File: config.mk
export PLATFORM = sky130hd
export DESIGN_NAME = wdt_encoded
export DESIGN_NICKNAME = d
export VERILOG_FILES = /design/src/rtl/wdt_enc_pkg.sv /design/src/rtl/wdt_interval_dec.sv /design/src/rtl/wdt_countdown.sv /design/src/rtl/wdt_encoded.sv
export SDC_FILE = /design/constraint.sdc
export NUM_CORES = 1
export LEC_CHECK = 0
export CORE_AREA = 2 2 84 86
export DETAILED_ROUTE_END_ITERATION = 7
export DIE_AREA = 0 0 86 88
export DONT_BUFFER_PORTS = 1
export MAX_ROUTING_LAYER = met4
export PLACE_DENSITY = 0.42
export SLEW_MARGIN = 10
export SYNTH_ARGS = -nofsm -noshare
export SYNTH_HDL_FRONTEND = slang
export SYNTH_HIERARCHICAL = 1
export SYNTH_SLANG_ARGS = --single-unit
File: constraint.sdc
create_clock -name clk_i -period 1.9 [get_ports clk_i]
set_clock_uncertainty 0.15 [all_clocks]
set_input_delay 0.38 -clock clk_i [delete_from_list [all_inputs] [get_ports clk_i]]
set_output_delay 0.38 -clock clk_i [all_outputs]
set_load 0.02 [all_outputs]
File: src/rtl/wdt_enc_pkg.sv
package wdt_enc_pkg;
  localparam int unsigned DATA_W    = 8;
  localparam int unsigned ADDR_W    = 2;
  localparam int unsigned STEER_BIT = 7;
  localparam int unsigned DAYC_BIT  = 6;

  typedef enum logic [ADDR_W-1:0] {
    ADDR_CTRL  = 2'd0,
    ADDR_STAT  = 2'd1,
    ADDR_DAYC  = 2'd2,
    ADDR_RSVD  = 2'd3
  } wdt_addr_e;
endpackage

File: src/rtl/wdt_interval_dec.sv
module wdt_interval_dec #(
  parameter int unsigned RES_W  = 2,
  parameter int unsigned MULT_W = 5,
  localparam int unsigned FIELD_W = RES_W + MULT_W,
  localparam int unsigned NRES    = 1 << RES_W,
  localparam int unsigned CNT_W   = MULT_W + 2 * (NRES - 1)
) (
  input  logic [FIELD_W-1:0] field_i,
  output logic [CNT_W-1:0]   ticks_o
);
  logic [MULT_W-1:0] mult;
  logic [RES_W-1:0]  res;
  logic [CNT_W-1:0]  opt [NRES];

  assign mult = field_i[RES_W +: MULT_W];
  assign res  = field_i[RES_W-1:0];

  // one pre-shifted candidate per resolution step (x4 each)
  for (genvar g = 0; g < NRES; g++) begin : g_res
    assign opt[g] = {{(CNT_W-MULT_W){1'b0}}, mult} << (2 * g);
  end

  assign ticks_o = opt[res];
endmodule

File: src/rtl/wdt_countdown.sv
module wdt_countdown #(
  parameter int unsigned CNT_W = 11
) (
  input  logic             clk_i,
  input  logic             rst_ni,
  input  logic             restart_i,
  input  logic [CNT_W-1:0] load_i,
  input  logic             tick_i,
  output logic             expire_o,
  output logic             armed_o
);
  logic [CNT_W-1:0] cnt_q;
  logic             armed_q;

  assign expire_o = armed_q && tick_i && !restart_i && (cnt_q == CNT_W'(1));
  assign armed_o  = armed_q;

  always_ff @(posedge clk_i or negedge rst_ni) begin
    if (!rst_ni) begin
      cnt_q   <= '0;
      armed_q <= 1'b0;
    end else if (restart_i) begin
      cnt_q   <= load_i;
      armed_q <= (load_i != '0);
    end else if (armed_q && tick_i) begin
      cnt_q <= cnt_q - CNT_W'(1);
      if (cnt_q == CNT_W'(1)) armed_q <= 1'b0;
    end
  end

  assert_idle_after_expiry_R8: assert property (@(posedge clk_i) disable iff (!rst_ni)
    expire_o |=> !armed_q);
  assert_zero_load_disarms_R2: assert property (@(posedge clk_i) disable iff (!rst_ni)
    (restart_i && load_i == '0) |=> !armed_q);
  assert_armed_nonzero_R1: assert property (@(posedge clk_i) disable iff (!rst_ni)
    armed_q |-> (cnt_q != '0));
endmodule

File: src/rtl/wdt_encoded.sv
module wdt_encoded
  import wdt_enc_pkg::*;
#(
  parameter int unsigned RES_W  = 2,
  parameter int unsigned MULT_W = 5
) (
  input  logic              clk_i,
  input  logic              rst_ni,
  input  logic              tick_i,
  input  logic              sel_i,
  input  logic              we_i,
  input  logic [ADDR_W-1:0] addr_i,
  input  logic [DATA_W-1:0] wdata_i,
  output logic [DATA_W-1:0] rdata_o,
  output logic              rst_req_o,
  output logic              irq_o
);
  localparam int unsigned FIELD_W = RES_W + MULT_W;
  localparam int unsigned CNT_W   = MULT_W + 2 * ((1 << RES_W) - 1);

  logic [DATA_W-1:0] ctrl_q, dayc_q, load_src;
  logic              flag_q, rst_req_q, irq_q;
  logic              wr_ctrl, rd_ctrl, wr_stat, wr_dayc, restart, expire, armed, steer;
  logic [CNT_W-1:0]  load_ticks;

  assign wr_ctrl  = sel_i &&  we_i && (addr_i == ADDR_CTRL);
  assign rd_ctrl  = sel_i && !we_i && (addr_i == ADDR_CTRL);
  assign wr_stat  = sel_i &&  we_i && (addr_i == ADDR_STAT);
  assign wr_dayc  = sel_i &&  we_i && (addr_i == ADDR_DAYC);
  assign restart  = wr_ctrl || rd_ctrl;
  assign load_src = wr_ctrl ? wdata_i : ctrl_q;
  assign steer    = ctrl_q[STEER_BIT];

  wdt_interval_dec #(.RES_W(RES_W), .MULT_W(MULT_W)) u_dec (
    .field_i (load_src[FIELD_W-1:0]),
    .ticks_o (load_ticks)
  );

  wdt_countdown #(.CNT_W(CNT_W)) u_cnt (
    .clk_i     (clk_i),
    .rst_ni    (rst_ni),
    .restart_i (restart),
    .load_i    (load_ticks),
    .tick_i    (tick_i),
    .expire_o  (expire),
    .armed_o   (armed)
  );

  always_ff @(posedge clk_i or negedge rst_ni) begin
    if (!rst_ni) begin
      ctrl_q    <= '0;
      dayc_q    <= '0;
      flag_q    <= 1'b0;
      rst_req_q <= 1'b0;
      irq_q     <= 1'b0;
    end else begin
      rst_req_q <= expire && steer;
      irq_q     <= expire && !steer;
      if (wr_ctrl)              ctrl_q <= wdata_i;
      else if (expire && steer) ctrl_q <= '0;
      if (wr_ctrl)     flag_q <= 1'b0;
      else if (expire) flag_q <= 1'b1;
      if (wr_dayc) dayc_q <= wdata_i;
      if (expire && steer) dayc_q[DAYC_BIT] <= 1'b0;
    end
  end

  always_comb begin
    unique case (addr_i)
      ADDR_CTRL: rdata_o = ctrl_q;
      ADDR_STAT: rdata_o = {flag_q, {(DATA_W-1){1'b0}}};
      ADDR_DAYC: rdata_o = dayc_q;
      default:   rdata_o = '0;
    endcase
  end

  assign rst_req_o = rst_req_q;
  assign irq_o     = irq_q;

  assert_outputs_exclusive_R6: assert property (@(posedge clk_i) disable iff (!rst_ni)
    !(rst_req_o && irq_o));
  assert_rst_req_one_cycle_R6: assert property (@(posedge clk_i) disable iff (!rst_ni)
    rst_req_o |=> !rst_req_o);
  assert_rst_req_clears_regs_R6: assert property (@(posedge clk_i) disable iff (!rst_ni)
    rst_req_o |-> (ctrl_q == '0 && !dayc_q[DAYC_BIT]));
  assert_irq_one_cycle_R7: assert property (@(posedge clk_i) disable iff (!rst_ni)
    irq_o |=> !irq_o);
  assert_expiry_sets_flag_R5: assert property (@(posedge clk_i) disable iff (!rst_ni)
    expire |=> flag_q);
  assert_stat_write_ignored_R5: assert property (@(posedge clk_i) disable iff (!rst_ni)
    (wr_stat && !expire) |=> $stable(flag_q));
  assert_ctrl_write_clears_flag_R3: assert property (@(posedge clk_i) disable iff (!rst_ni)
    wr_ctrl |=> (!flag_q && armed == ($past(wdata_i[FIELD_W-1:RES_W]) != '0)));
endmodule

* After elaboration in Yosys (flattened, before gate mapping) *
Index checks and enable logic that the tools add are counted.

storage, ports and cells
  bits in registers = 31
  latch bits = 0
  memory bits (writable) = 0
  bits in read-only memories = 0
  input bits = 15
  output and inout port bits = 10
  logic and storage cells = 52
  memories kept = 0

cells by class
  add/sub/neg operators = 1
  multipliers = 0
  divide/modulo/power cells = 0
  order comparisons = 1
  eq/ne operators = 3
  shift operators = 0
  muxes and demuxes = 16
  bitwise logic cells = 1
  reduce and logical (&&, ||, !) cells = 22

operators with widths
  operator               number
  $mux 11                4
  $pmux 8 s3             1
  $bmux 11 s2            1
  $mux 8                 2
  $mux 7                 2
  $eq 11x1->1 const B    1
  $reduce_bool 11->1     1
  $sub 11x1->11 const B  1
  $logic_and 1x1->1      10
  $reduce_bool 2->1      5
  $mux 1                 6
  $ge 3x3->1 const B     1
  $logic_not 1->1        3
  $not 2->3              1
  $eq 2x1->1 const B     1
  $eq 2x2->1 const B     1
  $logic_not 2->1        1
  $reduce_and 2->1       1
  $logic_or 1x1->1       1

* Depth between registers and ports, before layout *
  depth after elaboration = 10
  mapped depth = 10
  mapped depth without buffers = 7

* Cells and area by module *
Netlist, hierarchy kept.

by module, submodules not included
  module            times used  cells an instance  area an instance (um^2)  sequential area each (um^2)
  wdt_encoded       1           82                 1046.0                   475.5
  wdt_countdown     1           85                 758.2                    300.3
  wdt_interval_dec  1           20                 150.1                    0.0

* Least setup slack after synthesis *
OpenSTA, ideal clock, no wires.

  kind = input port to flip-flop
  start = input port addr_i[0]
  end = register u_cnt.armed_q, in the netlist u_cnt/armed_o
  setup time = 0.129 ns
  arrival = 2.307 ns
  data required time = 1.621 ns
  path slack = -0.686 ns
  cell stages on the path = 9
  buffers on the path = 2
  path through = nor4bb_1 -> buf_4 -> buf_8 -> mux2_4 -> mux2_4 -> a22o_1 -> nor4_1 -> a41oi_1 -> o41a_1

on the way
  cells in the longest elaborated chain, start to end = 9
  elaborated cells between the ends (all ways) = 14
  those cells by class = mux (5); bitwise (1); reduce/logical (8)

RTL lines
  what                                        RTL line                RTL
  from (decl)                                 wdt_encoded.sv:12       input logic [ADDR_W-1:0] addr_i,
  $logic_not 2->1                             wdt_encoded.sv:26       assign wr_ctrl = sel_i && we_i && (addr_i == ADDR_CTRL);
  $logic_and 1x1->1                           wdt_encoded.sv:26
  $mux 7                                      wdt_encoded.sv:31       assign load_src = wr_ctrl ? wdata_i : ctrl_q;
  named net load_src[1]                       wdt_encoded.sv:21       logic [DATA_W-1:0] ctrl_q, dayc_q, load_src;
  $not 2->3 (implied by the code)             wdt_interval_dec.sv:23  assign ticks_o = opt[res];
  $bmux 11 s2                                 wdt_interval_dec.sv:23
  $mux 11 (implied by the code) (2 in a row)  wdt_interval_dec.sv:23
  named net load_ticks[6]                     wdt_encoded.sv:24       logic [CNT_W-1:0] load_ticks;
  $reduce_bool 11->1                          wdt_countdown.sv:24     armed_q <= (load_i != '0);
  $mux 1                                      wdt_countdown.sv:22     end else if (restart_i) begin
  to (signal assigned)                        wdt_countdown.sv:24
  to (decl)                                   wdt_countdown.sv:13     logic armed_q;

The timed path passes the listed nets, and every way through them passes these cells. The select of a mux whose other input is x is not followed.
A chain may end at the register's enable or synchronous reset.

* Final worst setup path *
Ends and elaborated chain as after synthesis.

==> flow_summary.html <==
<table>
<tr><th>Metric</th><th>Value</th></tr>
<tr><th colspan="2">Routing</th></tr>
<tr><td>Post-detailed-routing wire length</td><td>5.16 mm</td></tr>
<tr><td>Antenna Nets Post-Route</td><td>0</td></tr>
<tr><td>Count of routing violations after the opening detailed-route iteration</td><td>59</td></tr>
<tr><td>Total number of vias</td><td>1,601</td></tr>
<tr><td>Count of TritonRoute iterations in the first routing pass</td><td>4</td></tr>
<tr><td>Mean routed wirelength per cell</td><td>16.6 um</td></tr>
<tr><td>Vias per cell</td><td>5.15</td></tr>
<tr><td>Remaining routing DRC violations</td><td>0</td></tr>
<tr><th colspan="2">Power and ir drop</th></tr>
<tr><td>Worst voltage drop across the vdd grid</td><td>0.416 mV</td></tr>
<tr><td>Leakage power total</td><td>1.15 nW</td></tr>
<tr><td>Power density cells</td><td>1140 nW/um2</td></tr>
<tr><th colspan="2">Setup path</th></tr>
<tr><td>CP required</td><td>1.93 ns</td></tr>
<tr><td>Ordered list of cells on the worst path</td><td>nor4bb_4 -&gt; buf_4 -&gt; mux2_4 -&gt; buf_6 -&gt; nor2b_4 -&gt; a22o_1 -&gt; nor4_2 -&gt; a41oi_1 -&gt; o41a_1</td></tr>
<tr><td>Slowest cell on crit path</td><td>mux2_4</td></tr>
<tr><td>Peak per-stage delay on the critical path</td><td>0.32 ns</td></tr>
<tr><td>Family of cells with the greatest summed delay on the critical path</td><td>simple AND/OR/NAND/NOR gates</td></tr>
<tr><td>Crit path launch type</td><td>primary input</td></tr>
<tr><td>Buffers and inverters on the worst path</td><td>2</td></tr>
<tr><td>Crit path kind</td><td>in -&gt; reg</td></tr>
<tr><td>Arrival time of the worst setup path</td><td>2.25 ns</td></tr>
<tr><td>Kind of end point of the critical path</td><td>flop</td></tr>
<tr><td>R2R Setup Slk</td><td>-0.11 ns</td></tr>
<tr><td>Worst-path fanout max</td><td>12</td></tr>
<tr><th colspan="2">Yosys</th></tr>
<tr><td>Post-synthesis cell type count</td><td>43</td></tr>
<tr><td>Part of the Yosys area used for sequential elements</td><td>0.397</td></tr>
<tr><td>Cell with the most instances after synthesis</td><td>dfrtp_1</td></tr>
<tr><td>Synth Cell Area</td><td>1950 um2</td></tr>
<tr><td>Yosys top cell by area</td><td>dfrtp_1</td></tr>
<tr><td>Count of synthesis-stage warnings from yosys</td><td>6</td></tr>
<tr><td>Top cells by area, synth</td><td>dfrtp_1 40%, mux2_2 8.1%, mux2_4 7.7%</td></tr>
<tr><td>Register bit total from synthesis</td><td>31</td></tr>
<tr><td>Most used standard cells in the synthesized netlist</td><td>31 x dfrtp_1, 21 x nor2_1, 14 x mux2_2, 11 x mux2i_1, 10 x mux2_4</td></tr>
<tr><td>Mean cell area of the mapped netlist</td><td>10.5 um2</td></tr>
<tr><td>Primary flip-flop cell chosen by synthesis mapping</td><td>dfrtp_1</td></tr>
<tr><td>Share of synthesized registers carrying an async set or reset</td><td>1.00</td></tr>
<tr><td>Post-synth net total</td><td>204</td></tr>
<tr><td>Top cell type's share of synthesized area</td><td>0.397</td></tr>
<tr><td>Cell count after synthesis</td><td>187</td></tr>
<tr><td>EDFF count, synth</td><td>0</td></tr>
<tr><th colspan="2">Clocking</th></tr>
<tr><td>Htree depth</td><td>2</td></tr>
<tr><td>Clock slew seen by the registers of the worst setup and hold paths</td><td>0.08 ns</td></tr>
<tr><td>Buffer cell driving the clock tree root</td><td>clkbuf_8</td></tr>
<tr><td>CTS Buf Count</td><td>5</td></tr>
<tr><td>Worst skew pair latency</td><td>0.29 ns</td></tr>
<tr><td>Number of buffers between clock root and the deepest sink</td><td>2</td></tr>
<tr><td>Num Clock Sinks</td><td>31</td></tr>
<tr><td>CTS tree</td><td>done</td></tr>
<tr><th colspan="2">Place</th></tr>
<tr><td>GPL Wtd Cong</td><td>0.800</td></tr>
<tr><td>DP Wirelength</td><td>3.85 mm</td></tr>
<tr><td>Number of buffer cells added on primary ports</td><td>0</td></tr>
<tr><th colspan="2">Timing</th></tr>
<tr><td>Final clock period utilization by the worst path</td><td>1.17</td></tr>
<tr><td>Min Hold Slack</td><td>0.0847 ns</td></tr>
<tr><td>Maximum clock frequency</td><td>0.450 GHz</td></tr>
<tr><td>Unrepaired setup endpoints after global routing</td><td>true</td></tr>
<tr><td>Final count of hold timing violations</td><td>0</td></tr>
<tr><td>Total Neg Setup Slack</td><td>-1.36 ns</td></tr>
<tr><td>Worst slew pin tran</td><td>0.524 ns</td></tr>
<tr><td>Worst Slack Setup Final</td><td>-0.322 ns</td></tr>
<tr><td>Total count of max-transition violations in the final report</td><td>0</td></tr>
<tr><td>Final Setup Violations</td><td>18</td></tr>
<tr><td>Post-layout minimum cycle time</td><td>2.22 ns</td></tr>
<tr><td>Rel. slew slack</td><td>0.651</td></tr>
<tr><th colspan="2">Run</th></tr>
<tr><td>Reported max-cap violation count</td><td>0</td></tr>
<tr><th colspan="2">Floorplan</th></tr>
<tr><td>Effective utilization at floorplan</td><td>0.294</td></tr>
<tr><td>Area of the core</td><td>6640 um2</td></tr>
<tr><td>IO Pins</td><td>25</td></tr>
<tr><td># rows</td><td>30</td></tr>
<tr><td>Die footprint</td><td>7570 um2</td></tr>
<tr><td>Die boundary width</td><td>86 um</td></tr>
<tr><td>Die Ht</td><td>88 um</td></tr>
<tr><th colspan="2">GRT</th></tr>
<tr><td>Initial antenna violation count</td><td>0</td></tr>
<tr><td>Largest net degree at the start of global routing</td><td>32</td></tr>
<tr><td>Aggregate global-route resource usage</td><td>0.153</td></tr>
<tr><td>Leftover overflow at the end of global routing</td><td>0</td></tr>
<tr><td>Vias in the first global route</td><td>1,743</td></tr>
<tr><td>First-pass GRT wire length</td><td>8.70 mm</td></tr>
<tr><th colspan="2">Final layout</th></tr>
<tr><td>Final-stage net count</td><td>247</td></tr>
<tr><td>Area used by sequential logic in the layout</td><td>776 um2</td></tr>
<tr><td>Area grow syn2layout</td><td>35.0%</td></tr>
<tr><td>Combined area of the multi-input logic cells</td><td>1220 um2</td></tr>
<tr><td>Number of diodes added for antenna fixing</td><td>0</td></tr>
<tr><td>Share of cells above drive strength 1</td><td>0.429</td></tr>
<tr><td>Number of fillers in the final layout</td><td>642</td></tr>
<tr><td>Share of the core filled with cells in the final layout</td><td>0.397</td></tr>
<tr><th colspan="2">Hold path</th></tr>
<tr><td>Hold Crit Class</td><td>in -&gt; reg</td></tr>
<tr><th colspan="2">Run status</th></tr>
<tr><td>Run status</td><td>finished with violations</td></tr>
<tr><td>Failing checks</td><td>negative setup slack</td></tr>
</table>
layout make-up:
cell class                 count  area share
multi-input combinational    140       0.463
sequential                    31       0.294
timing repair buffer          47       0.153
tap                           80      0.0380
clock buffer                   6      0.0313
clock inverter                 2      0.0133
inverter                       5     0.00712
repair_timing:
action,CTS,global route
endpoints found under the setup margin,19,21
gates resized for setup,14,8
hold endpoints to repair,31,0
cloned,0,0
buffers inserted,6,1
hold buffers,2,0
pin swaps,8,2
where the power goes:
group / internal (W) / switching, W / total [W]
combinational: 0.000748 / 0.000593 / 0.00134
clock: 0.000424 / 0.000261 / 0.000685
sequential: 0.000835 / 0.000152 / 0.000987
kinds of logic (layout without fill, tap and decap cells):
family | after synthesis | in the layout | share of synthesized area
buffers and inverters | 16 | 60 | 0.0429
flip-flops | 31 | 31 | 0.397
multiplexers | 35 | 35 | 0.214
XOR/XNOR | 2 | 2 | 0.00896
adder cells (fa/ha/maj) | 2 | 2 | 0.0128
AND/OR/NAND/NOR | 65 | 65 | 0.195
AO/OA/AOI/OAI | 36 | 36 | 0.129
worst register-to-register path, cell delays in order, from the launching register on:
cell,delay [ns]
dfrtp_1,0.39
mux2_4,0.29
buf_6,0.14
nor2b_4,0.13
a22o_1,0.24
nor4_2,0.26
a41oi_1,0.16
o41a_1,0.14
layer usage:
layer | vias up | part of all wire | track usage
li1 | 777 | - | -
met1 | 787 | 0.42 | 0.175
met2 | 33 | 0.53 | 0.265
met3 | 4 | 0.040 | 0.0377
met4 | 0 | 0.0085 | 0.0447
met5 | - | 0 | -
per-stage QoR:
stage	power, W	instances	setup slack (ns)	area, um2
after CTS	0.00299	311	-0.319	2600
after global placement	0.00214	298	-0.631	2370
after floorplan	0.00170	187	-0.662	2010
after detailed placement	0.00218	298	-0.667	2370
after global routing	0.00323	311	-0.426	2640
final	0.00301	311	-0.322	2640
registers in the layout (all words and copies together) (netlist names):
name	cells
rst_req_o	1
dayc_q	8
ctrl_q	8
u_cnt/cnt_q	11
flag_q	1
irq_o	1
u_cnt/armed_o	1
worst paths after layout:
path                                  end  depth (start not counted)        from
setup / recovery            u_cnt/armed_o                          9   addr_i[0]
hold / removal                  dayc_q[0]                          1  wdata_i[0]
setup reg to reg            u_cnt/armed_o                          7   ctrl_q[1]
hold reg to reg                 dayc_q[1]                          1   dayc_q[1]
max in group asynchronous       ctrl_q[3]                          2      rst_ni
min in group asynchronous  u_cnt/cnt_q[2]                          2      rst_ni
placed cells by master, fill, tap and decap left out, types with 2 or more instances in the layout:
cell,Yosys,final
mux2i_1,11,11
buf_4,3,38
nor3b_1,4,2
inv_1,5,5
a21boi_0,9,3
mux2_2,14,13
nor2_4,0,2
o31ai_1,4,4
buf_12,0,2
or3_1,2,2
and3_1,2,2
nor2_1,21,17
buf_6,0,6
nand2_1,3,3
o21ai_0,6,6
a22o_1,3,3
or2_2,2,2
nor4_4,0,2
nand3_1,2,2
clkbuf_8,0,6
or4_1,4,4
a31oi_1,7,6
dfrtp_1,31,31
nand3b_1,3,3
nor2b_1,7,5
nand2b_1,2,2
a21oi_1,2,2
nor2_2,0,2
nor3b_2,0,2
nor4bb_4,0,2
mux2_4,10,11
a21boi_1,0,6
No activity file was read; power rests on OpenSTA's default activity.
